===== config.mk =====
export PLATFORM = sky130hd
export DESIGN_NAME = dds_regif_top
export DESIGN_NICKNAME = d
export VERILOG_FILES = /design/src/rtl/dds_regif_pkg.sv /design/src/rtl/dds_shift_rx.sv /design/src/rtl/dds_addr_decode.sv /design/src/rtl/dds_freq_assembler.sv /design/src/rtl/dds_regif_top.sv
export SDC_FILE = /design/constraint.sdc
export NUM_CORES = 1
export LEC_CHECK = 0
export CORE_ASPECT_RATIO = 1.2
export CORE_MARGIN = 4
export CORE_UTILIZATION = 57
export DETAILED_ROUTE_END_ITERATION = 8
export GPL_ROUTABILITY_DRIVEN = 0
export PLACE_DENSITY = 0.87
export SYNTH_ARGS = -nofsm -noshare
export SYNTH_HDL_FRONTEND = slang
export SYNTH_HIERARCHICAL = 1
export SYNTH_SLANG_ARGS = --single-unit
export TNS_END_PERCENT = 50

===== constraint.sdc =====
create_clock -name clk -period 3.55 [get_ports clk]
set_clock_uncertainty 0.15 [all_clocks]
set_input_delay 0.71 -clock clk [delete_from_list [all_inputs] [get_ports clk]]
set_output_delay 0.71 -clock clk [all_outputs]
set_load 0.05 [all_outputs]

===== src/rtl/dds_regif_pkg.sv =====
package dds_regif_pkg;

  typedef enum logic [2:0] {
    TGT_CTRL   = 3'd0,
    TGT_FREQ0  = 3'd1,
    TGT_FREQ1  = 3'd2,
    TGT_PHASE0 = 3'd3,
    TGT_PHASE1 = 3'd4
  } tgt_e;

endpackage


===== src/rtl/dds_shift_rx.sv =====
// Serial shift-in and framing. Inputs are sampled in the clk domain;
// a word is released only when select rises after exactly WORD_W bits.
module dds_shift_rx #(
  parameter int WORD_W = 16
) (
  input  logic              clk,
  input  logic              rst_n,
  input  logic              csn_i,
  input  logic              sck_i,
  input  logic              sdi_i,
  output logic              word_vld_o,
  output logic [WORD_W-1:0] word_o
);
  localparam int CNT_W = $clog2(WORD_W + 1) + 1;
  localparam logic [CNT_W-1:0] CNT_MAX  = {CNT_W{1'b1}};
  localparam logic [CNT_W-1:0] CNT_WORD = CNT_W'(WORD_W);

  logic              csn_q, csn_q2, sck_q, sck_q2, sdi_q;
  logic [WORD_W-1:0] sh_q, sh_n;
  logic [CNT_W-1:0]  cnt_q, cnt_n;
  logic              vld_q, vld_n;
  logic [WORD_W-1:0] word_q, word_n;
  logic              sck_rise, frame_end, sh_en;

  always_comb begin
    sck_rise  = sck_q & ~sck_q2;
    frame_end = csn_q & ~csn_q2;
    sh_en     = ~csn_q & sck_rise;
    sh_n      = sh_q;
    cnt_n     = cnt_q;
    vld_n     = 1'b0;
    word_n    = word_q;
    if (sh_en) begin
      sh_n = {sh_q[WORD_W-2:0], sdi_q};
      if (cnt_q != CNT_MAX) cnt_n = cnt_q + 1'b1;
    end
    if (frame_end) begin
      cnt_n = '0;
      if (cnt_q == CNT_WORD) begin
        vld_n  = 1'b1;
        word_n = sh_q;
      end
    end
  end

  always_ff @(posedge clk or negedge rst_n) begin
    if (!rst_n) begin
      csn_q  <= 1'b1;
      csn_q2 <= 1'b1;
      sck_q  <= 1'b0;
      sck_q2 <= 1'b0;
      sdi_q  <= 1'b0;
      sh_q   <= '0;
      cnt_q  <= '0;
      vld_q  <= 1'b0;
      word_q <= '0;
    end else begin
      csn_q  <= csn_i;
      csn_q2 <= csn_q;
      sck_q  <= sck_i;
      sck_q2 <= sck_q;
      sdi_q  <= sdi_i;
      sh_q   <= sh_n;
      cnt_q  <= cnt_n;
      vld_q  <= vld_n;
      word_q <= word_n;
    end
  end

  assign word_vld_o = vld_q;
  assign word_o     = word_q;
endmodule


===== src/rtl/dds_addr_decode.sv =====
// Variable-length prefix decode: two bits, plus a third for phase targets.
module dds_addr_decode
  import dds_regif_pkg::*;
#(
  parameter int WORD_W = 16
) (
  input  logic [WORD_W-1:0] word_i,
  output tgt_e              tgt_o
);
  always_comb begin
    unique case (word_i[WORD_W-1 -: 2])
      2'b00:   tgt_o = TGT_CTRL;
      2'b01:   tgt_o = TGT_FREQ0;
      2'b10:   tgt_o = TGT_FREQ1;
      default: tgt_o = word_i[WORD_W-3] ? TGT_PHASE1 : TGT_PHASE0;
    endcase
  end
endmodule


===== src/rtl/dds_freq_assembler.sv =====
// Frequency registers with half-word staging and single-cycle commit.
module dds_freq_assembler #(
  parameter int FREQ_W = 28,
  parameter int NREG   = 2
) (
  input  logic                        clk,
  input  logic                        rst_n,
  input  logic                        wr_vld_i,
  input  logic [$clog2(NREG)-1:0]     wr_sel_i,
  input  logic [FREQ_W/2-1:0]         wr_data_i,
  input  logic                        full_mode_i,
  input  logic                        hi_half_i,
  output logic [NREG-1:0][FREQ_W-1:0] freq_o
);
  localparam int HALF_W = FREQ_W / 2;
  localparam int SEL_W  = $clog2(NREG);

  logic              stg_full_q, stg_full_n;
  logic [SEL_W-1:0]  stg_sel_q, stg_sel_n;
  logic [HALF_W-1:0] stg_dat_q, stg_dat_n;
  logic              pair_hit;

  always_comb begin
    pair_hit   = stg_full_q && (stg_sel_q == wr_sel_i);
    stg_full_n = stg_full_q;
    stg_sel_n  = stg_sel_q;
    stg_dat_n  = stg_dat_q;
    if (wr_vld_i) begin
      if (!full_mode_i) begin
        stg_full_n = 1'b0;
      end else if (pair_hit) begin
        stg_full_n = 1'b0;
      end else begin
        stg_full_n = 1'b1;
        stg_sel_n  = wr_sel_i;
        stg_dat_n  = wr_data_i;
      end
    end
  end

  always_ff @(posedge clk or negedge rst_n) begin
    if (!rst_n) begin
      stg_full_q <= 1'b0;
      stg_sel_q  <= '0;
      stg_dat_q  <= '0;
    end else begin
      stg_full_q <= stg_full_n;
      stg_sel_q  <= stg_sel_n;
      stg_dat_q  <= stg_dat_n;
    end
  end

  for (genvar k = 0; k < NREG; k++) begin : g_freq
    logic              en;
    logic [FREQ_W-1:0] nxt;
    logic [FREQ_W-1:0] q;

    always_comb begin
      en  = wr_vld_i && (wr_sel_i == SEL_W'(k)) && (!full_mode_i || pair_hit);
      if (full_mode_i)    nxt = {wr_data_i, stg_dat_q};
      else if (hi_half_i) nxt = {wr_data_i, q[HALF_W-1:0]};
      else                nxt = {q[FREQ_W-1:HALF_W], wr_data_i};
    end

    always_ff @(posedge clk or negedge rst_n) begin
      if (!rst_n)  q <= '0;
      else if (en) q <= nxt;
    end

    assign freq_o[k] = q;
  end
endmodule


===== src/rtl/dds_regif_top.sv =====
module dds_regif_top
  import dds_regif_pkg::*;
#(
  parameter int WORD_W  = 16,
  parameter int FREQ_W  = 28,
  parameter int PHASE_W = 12
) (
  input  logic               clk,
  input  logic               rst_n,
  input  logic               ser_csn_i,
  input  logic               ser_sck_i,
  input  logic               ser_sdi_i,
  output logic [WORD_W-3:0]  ctrl_o,
  output logic [FREQ_W-1:0]  freq0_o,
  output logic [FREQ_W-1:0]  freq1_o,
  output logic [PHASE_W-1:0] phase0_o,
  output logic [PHASE_W-1:0] phase1_o
);
  localparam int CTRL_W   = WORD_W - 2;
  localparam int HALF_W   = FREQ_W / 2;
  localparam int BIT_FULL = CTRL_W - 1;
  localparam int BIT_HALF = CTRL_W - 2;

  logic              word_vld;
  logic [WORD_W-1:0] word;
  tgt_e              tgt;
  logic [CTRL_W-1:0] ctrl_q;
  logic [PHASE_W-1:0] ph0_q, ph1_q;
  logic              ctrl_en, ph0_en, ph1_en, fq_vld;
  logic [1:0][FREQ_W-1:0] fq;

  dds_shift_rx #(.WORD_W(WORD_W)) u_rx (
    .clk(clk), .rst_n(rst_n),
    .csn_i(ser_csn_i), .sck_i(ser_sck_i), .sdi_i(ser_sdi_i),
    .word_vld_o(word_vld), .word_o(word)
  );

  dds_addr_decode #(.WORD_W(WORD_W)) u_dec (
    .word_i(word), .tgt_o(tgt)
  );

  always_comb begin
    ctrl_en = word_vld && (tgt == TGT_CTRL);
    ph0_en  = word_vld && (tgt == TGT_PHASE0);
    ph1_en  = word_vld && (tgt == TGT_PHASE1);
    fq_vld  = word_vld && ((tgt == TGT_FREQ0) || (tgt == TGT_FREQ1));
  end

  dds_freq_assembler #(.FREQ_W(FREQ_W), .NREG(2)) u_fq (
    .clk(clk), .rst_n(rst_n),
    .wr_vld_i(fq_vld),
    .wr_sel_i(tgt == TGT_FREQ1),
    .wr_data_i(word[HALF_W-1:0]),
    .full_mode_i(ctrl_q[BIT_FULL]),
    .hi_half_i(ctrl_q[BIT_HALF]),
    .freq_o(fq)
  );

  always_ff @(posedge clk or negedge rst_n) begin
    if (!rst_n) begin
      ctrl_q <= '0;
      ph0_q  <= '0;
      ph1_q  <= '0;
    end else begin
      if (ctrl_en) ctrl_q <= word[CTRL_W-1:0];
      if (ph0_en)  ph0_q  <= word[PHASE_W-1:0];
      if (ph1_en)  ph1_q  <= word[PHASE_W-1:0];
    end
  end

  assign ctrl_o   = ctrl_q;
  assign freq0_o  = fq[0];
  assign freq1_o  = fq[1];
  assign phase0_o = ph0_q;
  assign phase1_o = ph1_q;
endmodule


# Yosys cells after proc, flatten, opt, wreduce, memory -nomap -nowiden
# Index checks and enable logic that the tools add are counted.
classes:
  n_addsub: 1
  n_eq_ne: 10
  mux: 11
  n_bitwise: 8
  reduce_logical: 24
ops:
  columns: ["cell", "n"]
  rows:
  - ["28-bit two-way mux", 2]
  - ["6-bit two-way mux", 3]
  - ["2-bit AND reduction", 6]
  - ["1-bit logical AND", 9]
  - ["3-bit one-hot mux with 3 select lines", 1]
  - ["6-bit by 1-bit adder with 6-bit output, second input constant", 1]
  - ["3-bit by 2-bit == test with 1-bit output, second input constant", 2]
  - ["6-bit by 5-bit == test with 1-bit output, second input constant", 1]
  - ["6-bit != test, second input constant", 1]
  - ["2-bit nonzero test", 3]
  - ["1-bit NOT", 5]
  - ["1-bit two-way mux", 4]
  - ["1-bit AND", 3]
  - ["3-bit by 1-bit == test with 1-bit output, second input constant", 1]
  - ["3-bit == test, second input constant", 1]
  - ["3-bit zero test", 1]
  - ["3-bit two-way mux", 1]
  - ["3-bit AND reduction", 1]
  - ["2-bit by 1-bit == test with 1-bit output, second input constant", 1]
  - ["2-bit == test, second input constant", 1]
  - ["2-bit zero test", 1]
  - ["1-bit logical OR", 2]
  - ["2-bit by 1-bit != test with 1-bit output, second input constant", 1]
  - ["1-bit == test", 1]
  - ["1-bit zero test", 1]
totals:
  regBits: 154
  input_bits: 5
  out_inout_bits: 94

# Logic depth before layout (Yosys ltp)
# Gate-level depths: netlist of run 1.
logic_depth:
  word_depth: 8
  mapped_depth: 7
  depth_no_buf: 6

# Modules after synthesis
# The synthesis of run 1 kept the hierarchy.
by_module_without_submodules:
  columns: ["mod", "n_inst", "cells_each", "area_each_um2", "seq_area_each_um2"]
  rows:
  - ["dds_freq_assembler", 1, 209, 3070.4, 1801.7]
  - ["dds_shift_rx", 1, 115, 1776.7, 1103.6]
  - ["dds_regif_top", 1, 85, 1475.2, 950.9]
  - ["dds_addr_decode", 1, 3, 21.3, 0.0]

# Least setup slack after synthesis of run 1
# Ideal clock, no wire load.
synth_path:
  path_type: "register to register"
  startpoint: "register u_rx.word_q[13] (netlist: u_rx/word_o[13])"
  endpoint: "register u_fq.stg_dat_q[10]"
  arrival_ns: 2.152
  slack_ns: 1.123
  stages_incl_launch_ff: 8
  n_path_buf: 1
  synth_period_minus_slack_ns: 2.427
  path_cell_list: "dfrtp_1 -> a21boi_1 -> xnor2_1 -> nor3b_1 -> nand2_1 -> a21oi_2 -> buf_8 -> mux2_4"
synth_between:
  word_cells_on_any_way: 10
  classes_between: "eq/ne: 3; mux: 2; bitwise: 1; reduce/logical: 4"
synth_lines:
  columns: ["item", "line", "text"]
  rows:
  - ["start: declaration", "dds_shift_rx.sv:22", "logic [WORD_W-1:0] word_q, word_n;"]
  - ["start signal: assignment", "dds_shift_rx.sv:66", "word_q <= word_n;"]
  - ["3-bit two-way mux *", "dds_addr_decode.sv:15", "default: tgt_o = word_i[WORD_W-3] ? TGT_PHASE1 : TGT_PHASE0;"]
  - ["3-bit one-hot mux with 3 select lines *", "dds_addr_decode.sv:11", "unique case (word_i[WORD_W-1 -: 2])"]
  - ["via tgt[1]", "dds_regif_top.sv:26", "tgt_e tgt;"]
  - ["3-bit by 1-bit == test with 1-bit output / 3-bit by 2-bit == test with 1-bit output (equally long branches)", "dds_regif_top.sv:46", "fq_vld = word_vld && ((tgt == TGT_FREQ0) || (tgt == TGT_FREQ1));"]
  - ["1-bit logical OR *", "dds_regif_top.sv:46", null]
  - ["1-bit logical AND *", "dds_regif_top.sv:46", null]
  - ["via fq_vld", "dds_regif_top.sv:29", "logic ctrl_en, ph0_en, ph1_en, fq_vld;"]
  - ["3-bit AND reduction (no line) *", null, null]
  - ["end signal: assignment", "dds_freq_assembler.sv:49", "stg_dat_q <= stg_dat_n;"]
  - ["end: declaration", "dds_freq_assembler.sv:20", "logic [HALF_W-1:0] stg_dat_q, stg_dat_n;"]
# The timed path passes the listed nets; every way through them passes the cells marked *.
# A chain may end at the register's enable or synchronous reset.

# Final worst setup path of run 1
layout_path:
  startpoint: "register u_rx.word_q[13] (netlist: u_rx/word_o[13])"
  endpoint: "register u_fq.g_freq[1].q[24]"
layout_between:
  elab_chain_cells: 8
  word_cells_on_any_way: 12
  classes_between: "eq/ne: 3; mux: 2; reduce/logical: 7"
layout_rtl:
  columns: ["item", "line", "text"]
  rows:
  - ["3-bit two-way mux *", "dds_addr_decode.sv:15", null]
  - ["3-bit one-hot mux with 3 select lines *", "dds_addr_decode.sv:11", null]
  - ["via tgt[1]", "dds_regif_top.sv:26", null]
  - ["3-bit by 1-bit == test with 1-bit output / 3-bit by 2-bit == test with 1-bit output (equally long branches)", "dds_regif_top.sv:46", null]
  - ["1-bit logical OR *", "dds_regif_top.sv:46", null]
  - ["1-bit logical AND *", "dds_regif_top.sv:46", null]
  - ["via fq_vld", "dds_regif_top.sv:29", null]
  - ["1-bit logical AND * (2 in series)", "dds_freq_assembler.sv:59", "en = wr_vld_i && (wr_sel_i == SEL_W'(k)) && (!full_mode_i || pair_hit);"]
  - ["2-bit AND reduction (no line) *", null, null]
  - ["end signal: assignment", "dds_freq_assembler.sv:67", "else if (en) q <= nxt;"]
  - ["end: declaration", "dds_freq_assembler.sv:56", "logic [FREQ_W-1:0] q;"]
# Marks and branches as above.

==> run_results.csv, run 1 <==
group,metric,value,unit
clock_tree,ctsHoldBuffers,0,
status,status,"complete, no violations",
layout,stdcell_count,659,
timing,final_max_slew_viol_count,0,
logic_synthesis,synth_top_cell_by_area,"dfrtp_1",
layout,finish.utilization,74.9,%
logic_synthesis,syn_nets,419,
logic_synthesis,syn_area,0.00634,mm^2
logic_synthesis,async_flop_share,100,%
placed_design,dpl.hpwl,8.84,mm
logic_synthesis,synth_ff_type,"dfrtp_1",
worst_setup_path,worstPathRequired,3.69,ns
layout,antenna_cells,0,
clock_tree,cts_resized,0,
route,wl,13.6,mm
logic_synthesis,yosysMostFrequentCell,"dfrtp_1",
worst_setup_path,end_kind,"register",
worst_setup_path,cp.depth,6,
route,dr.pass1.iters,5,
route,vias,3776,
clock_tree,cts.clk_slew.worst_paths,0.06,ns
floorplan,coreArea,0.0107,mm^2
timing,rsz0062_at_grt,"false",
floorplan,io_pins,99,
pwr,cellPowerDensity,483,mW/mm^2
worst_setup_path,reg2reg_depth,6,
worst_setup_path,cp.arrival,3.30,ns
floorplan,dieWidth,104,um
worst_setup_path,crit_chain,"a21boi_1, xnor2_1, nor3b_1, nand2_1, a21oi_4, mux2_1",
route,route.detailed.drc,0,
logic_synthesis,synth_adder_area_share,0.394,%
run,cap_viol_max_count,0,
clock_tree,numCtsBuffers,17,
timing,finalCritPeriodShare,89.1,%
logic_synthesis,synth.avg_cell_area,15.4,um^2
global_route,track_usage,22.6,%
logic_synthesis,synth_top_family_by_area,"multiplexers",
floorplan,std_cell_rows,41,
layout,fill_cells,618,
global_route,antenna_found_initial,0,
route,initialDrtViolationCount,131,
global_route,grt_pass1_wl,22.2,mm
logic_synthesis,ys_types,46,
logic_synthesis,synth-simple-area-share,6.02,%
timing,finalSetupViolCount,0,
clock_tree,cts_max_path_buffers,2,
logic_synthesis,synth_seq_area_share,60.8,%
clock_tree,root_buffer,"clkbuf_16",
layout,nNetsFinal,524,
logic_synthesis,synth_cells,412,
worst_setup_path,cp-start-kind,"register",
worst_setup_path,path_max_fanout,14,
logic_synthesis,synth-compound-area-share,3.47,%
timing,hold_violations,0,
layout,finalInstanceArea,0.00803,mm^2
logic_synthesis,yosysWarnings,6,
logic_synthesis,synth_top_area_share,60.0,%
clock_tree,h-tree-depth,4,
timing,fin_hold_ws,0.179,ns
timing,max_freq,0.316,GHz
timing,tns,0,ns
route,avgViaCountPerCell,5.73,
placed_design,dp.cells,627,
clock_tree,clkLatencyLatePin,0.41,ns
worst_setup_path,critPathKind,"register to register",
worst_setup_path,cp_top_family,"compound AO/OA/AOI/OAI gates",
floorplan,fp.dieArea,0.0129,mm^2
floorplan,die_h,124,um
global_route,grt_max_degree,87,
clock_tree,postCtsSetupBuffers,0,
placed_design,numPortBuffers,98,
placed_design,placed_area,0.00739,mm^2
global_route,grt_overflow,0,
route,antenna_left,0,
layout,drive_gt1_share,28.5,%
route,routedWlPerCell,20.6,um
layout,area_delta_synth_final,26.6,%
clock_tree,cts_tree,"done",
logic_synthesis,synth_edf_count,0,
logic_synthesis,synth_xor_xnor_area_share,0.276,%
min_path,min_path_type,"input pin to async pin",
worst_setup_path,slowest_delay,0.57,ns
timing,post-route-min-period,3.16,ns
logic_synthesis,ys_ff_latch,154,
floorplan,start_util,59.2,%
clock_tree,cts_sinks,154,
logic_synthesis,synthMuxAreaShare,26.4,%
timing,slew_headroom,26.6,%
logic_synthesis,synthTopCellsByArea,"dfrtp_1 (60%), mux2_2 (15%), mux2_1 (7.5%), mux2_4 (4.3%), nand2b_1 (1.7%)",
worst_setup_path,critPathSlowestCell,"a21boi_1",
logic_synthesis,synthTopCellsByCount,"dfrtp_1 (152), mux2_2 (82), mux2_1 (42), nand2_1 (20), mux2_4 (18)",
timing,worst_slew_pin_slew,1.10,ns
global_route,first_global_vias,4171,
pwr,p_leak,3.84,nW
worst_setup_path,cp.buffers_inverters,0,
pwr,peakVddDrop,0.353,mV
[state kept, by name, summed over array words and instances (netlist names)]
signal	cells
u_fq/g_freq.q	56
u_rx/sh_q	16
u_rx/word_o	16
ctrl_o	14
u_fq/stg_dat_q	14
phase0_o	12
phase1_o	12
u_rx/cnt_q	6
u_fq/stg_full_q	1
u_fq/stg_sel_q	1
u_rx/csn_q	1
u_rx/csn_q2	1
u_rx/sck_q	1
u_rx/sck_q2	1
u_rx/sdi_q	1
u_rx/word_vld_o	1
[area by class of cell]
type                    count  area (um^2)  area share [%]
repair buffers            103         1030            12.9
clock buffers              25          505            6.29
clock inverters             7          135            1.68
multi-input cells         237         2330            29.0
inverters                   4         15.0           0.187
flip-flops and latches    154         3860            48.0
well taps                 129          161            2.01
[final timing paths]
path	endpoint	slack, ns	startpoint
max	u_fq/g_freq[1].q[24]	0.39	u_rx/word_o[13]
min	u_rx/sh_q[1]	0.18	rst_n
max reg2reg	u_fq/g_freq[1].q[24]	0.39	u_rx/word_o[13]
min reg2reg	u_rx/csn_q2	0.24	u_rx/csn_q
max in group asynchronous	u_fq/g_freq[0].q[1]	2.17	rst_n
min in group clk	u_rx/csn_q2	0.24	u_rx/csn_q
[kinds of logic (layout without fill, tap and decap cells)]
kind of cell | count (synthesis) | count (layout)
compound gates | 29 | 29
xor+xnor | 2 | 2
fa+ha+maj | 2 | 2
buf+inv | 21 | 139
flops | 154 | 154
mux | 143 | 143
simple gates | 61 | 61
[cells in the final DEF, fill, tap and decap left out, drive strengths merged, types with 3 or more instances in the layout]
master         synthesis  layout
o21ai                 15      15
nand2                 20      20
inv                    4       4
nor3                   3       3
dfrtp                152     152
clkdlybuf4s50          0      97
nor3b                  3       3
a21oi                  6       6
mux2                 142     142
nand2b                18      18
nand3                  3       3
bufinv                 0       4
clkinv                 0       3
clkbuf                 2      25
buf                   15       6
[per-stage QoR]
stage               setup WS (ns)  power (mW)
floorplan                    1.12        1.93
global placement            0.876        1.98
detailed placement          0.762        1.99
CTS                         0.393        3.91
global route                0.199        4.01
finish                      0.386        3.88
[layer usage]
| metal | up-vias | global-route usage (%) | share of wire [%] |
|---|---|---|---|
| met2 | 108 | 40.9 | 55 |
| met3 | 19 | 5.59 | 3.0 |
| met4 | 0 | 8.89 | 2.0 |
| met1 | 1968 | 26.0 | 40 |
| li1 | 1681 | - | - |
| met5 | - | 0 | 0 |
[power breakdown]
group / internal (mW) / total, mW / leakage (nW) / switching [mW]
logic: 0.0522 / 0.109 / 1.40 / 0.0563
registers: 1.81 / 1.85 / 2.12 / 0.0400
clock network: 1.27 / 1.92 / 0.317 / 0.651
(Power assumes the default switching activity.)
==> run 2: changes to the inputs <==
Settings changed: TNS_END_PERCENT 50 to unset.
==> results of run 2 <==
Same layout as run 1: the final DEF is identical, and so are final timing and power.
==> run 3: changes to the inputs <==
Settings changed: ABC_AREA set to 0, CORE_MARGIN 4 to 2.
==> run 3 against run 2 <==
Net effect:
- die area shrank 6.9%
- via count shrank 1.7%
- largest cell class unchanged
- maximum frequency grew 9.2%
- critical path depth shrank 1
- clock power shrank 11%
- wire length shrank 7.3%
- critical endpoint is now u_fq/g_freq[1].q[21]
- register-to-register slack gained 0.27 ns
==> run_results.csv, run 3 (same netlist as run 1, synthesis figures left out) <==
group,metric,value,unit
route,antenna_left,0,
global_route,antenna_found_initial,0,
worst_setup_path,worstPathRequired,3.69,ns
global_route,use_met1,28.8,%
floorplan,dieWidth,100,um
pwr,cellPowerDensity,460,mW/mm^2
global_route,track_usage,22.8,%
clock_tree,cts_resized,0,
global_route,grtUsageMet2,38.5,%
layout,layout_commonest_cell,"dfrtp_1",
route,route.detailed.drc,0,
clock_tree,h-tree-depth,4,
placed_design,placed_area,0.00739,mm^2
clock_tree,cts_tree,"done",
global_route,grt_overflow,0,
layout,area_delta_synth_final,25.5,%
floorplan,io_pins,99,
timing,max_freq,0.345,GHz
floorplan,std_cell_rows,42,
floorplan,start_util,58.0,%
route,avgViaCountPerCell,5.61,
timing,hold_violations,0,
clock_tree,cts_sinks,154,
timing,tns,0,ns
global_route,grt_max_degree,66,
route,dr.pass1.iters,4,
timing,finalSetupViolCount,0,
layout,antenna_cells,0,
floorplan,fp.dieArea,0.0120,mm^2
placed_design,numPortBuffers,98,
layout,finalInstanceArea,0.00796,mm^2
floorplan,die_h,120,um
worst_setup_path,reg2reg_from,"u_rx/word_o[13]",
timing,rsz0062_at_grt,"false",
worst_setup_path,end_kind,"register",
layout,nNetsFinal,524,
global_route,first_global_vias,3973,
floorplan,coreArea,0.0109,mm^2
worst_setup_path,crit_chain,"a21boi_1, nor3b_1, nand2_1, a21oi_4, mux2_1",
worst_setup_path,path_max_fanout,14,
global_route,use_met3,5.24,%
clock_tree,ctsHoldBuffers,0,
pwr,p_leak,3.81,nW
global_route,grt_pass1_wl,20.8,mm
placed_design,dpl.hpwl,8.62,mm
route,vias,3711,
layout,largest_register_ffs,56,
clock_tree,postCtsSetupBuffers,0,
timing,finalCritPeriodShare,81.6,%
layout,drive_gt1_share,28.7,%
worst_setup_path,slowest_delay,0.53,ns
timing,worst_slew_pin_slew,1.03,ns
global_route,gr-max-usage-layer,"met2",
route,wl,12.6,mm
timing,post-route-min-period,2.90,ns
worst_setup_path,reg2reg_setup_slack,0.65,ns
worst_setup_path,startpoint,"u_rx/word_o[13]",
worst_setup_path,crit_path_end,"u_fq/g_freq[1].q[21]",
worst_setup_path,critPathSlowestCell,"nor3b_1",
clock_tree,cts_max_path_buffers,2,
min_path,min_path_type,"input pin to async pin",
clock_tree,clkLatencyLatePin,0.41,ns
worst_setup_path,r2r_end,"u_fq/g_freq[1].q[21]",
timing,final_max_slew_viol_count,0,
clock_tree,root_buffer,"clkbuf_16",
layout,final_cell_mix,"dfrtp_1 (152), clkdlybuf4s50_1 (97), mux2_2 (82)",
run,cap_viol_max_count,0,
route,initialDrtViolationCount,150,
layout,regMostFlops,"u_fq/g_freq.q",
worst_setup_path,critPathKind,"register to register",
status,status,"complete, no violations",
timing,slew_headroom,31.3,%
worst_setup_path,cp.arrival,3.04,ns
worst_setup_path,cp-start-kind,"register",
clock_tree,cts.clk_slew.worst_paths,0.06,ns
pwr,peakVddDrop,0.405,mV
clock_tree,numCtsBuffers,17,
route,routedWlPerCell,19.1,um
worst_setup_path,reg2reg_depth,5,
run 3: stage by stage:
stage | hold WS [ns] | total power [mW] | cells | worst slack, ns | util, %
2_1_floorplan | 0.208 | 1.93 | 412 | 1.12 | -
3_3_place_gp | 0.220 | 1.98 | 630 | 0.884 | 67.7
3_5_place_dp | 0.237 | 2.00 | 630 | 0.742 | 67.7
4_1_cts | 0.0546 | 3.69 | 661 | 0.665 | 72.8
5_1_grt | 0.0679 | 3.79 | 661 | 0.447 | 72.8
6_report | 0.0530 | 3.66 | 661 | 0.653 | 72.8
run 3: worst min path at each step:
stage / end / cells after the start
after CTS: phase1_o[0] / 1
final: phase1_o[0] / 1
after global placement: u_rx/sck_q2 / 0
after floorplan: u_rx/sck_q2 / 0
after global routing: phase1_o[0] / 1
after detailed placement: u_rx/csn_q2 / 0
run 3: critical path: cells and delay by family, from the launching register on:
kind	cells	cell delay, ns
AND/OR/NAND/NOR	2	0.80
flip-flops	1	0.47
multiplexers	1	0.39
AO/OA/AOI/OAI	2	0.96
run 3: report_power, final:
group / switching (mW) / total, mW / internal [mW]
logic: 0.0582 / 0.111 / 0.0528
clock network: 0.653 / 1.70 / 1.05
registers: 0.0411 / 1.85 / 1.81
run 3: area by class of cell:
| type | count | area, um^2 |
|---|---|---|
| clock buffer | 23 | 498 |
| clock inverter | 8 | 67.6 |
| fill | 670 | 2970 |
| inverter | 4 | 15.0 |
| multi-input combinational | 237 | 2330 |
| sequential | 154 | 3860 |
| tap | 132 | 165 |
| timing repair buffer | 103 | 1030 |
run 3: layer usage:
metal	wire length (um)	share of wire, %
met1	5220	41
met2	6830	54
met3	427	3.4
met4	127	1.0
met5	0	0
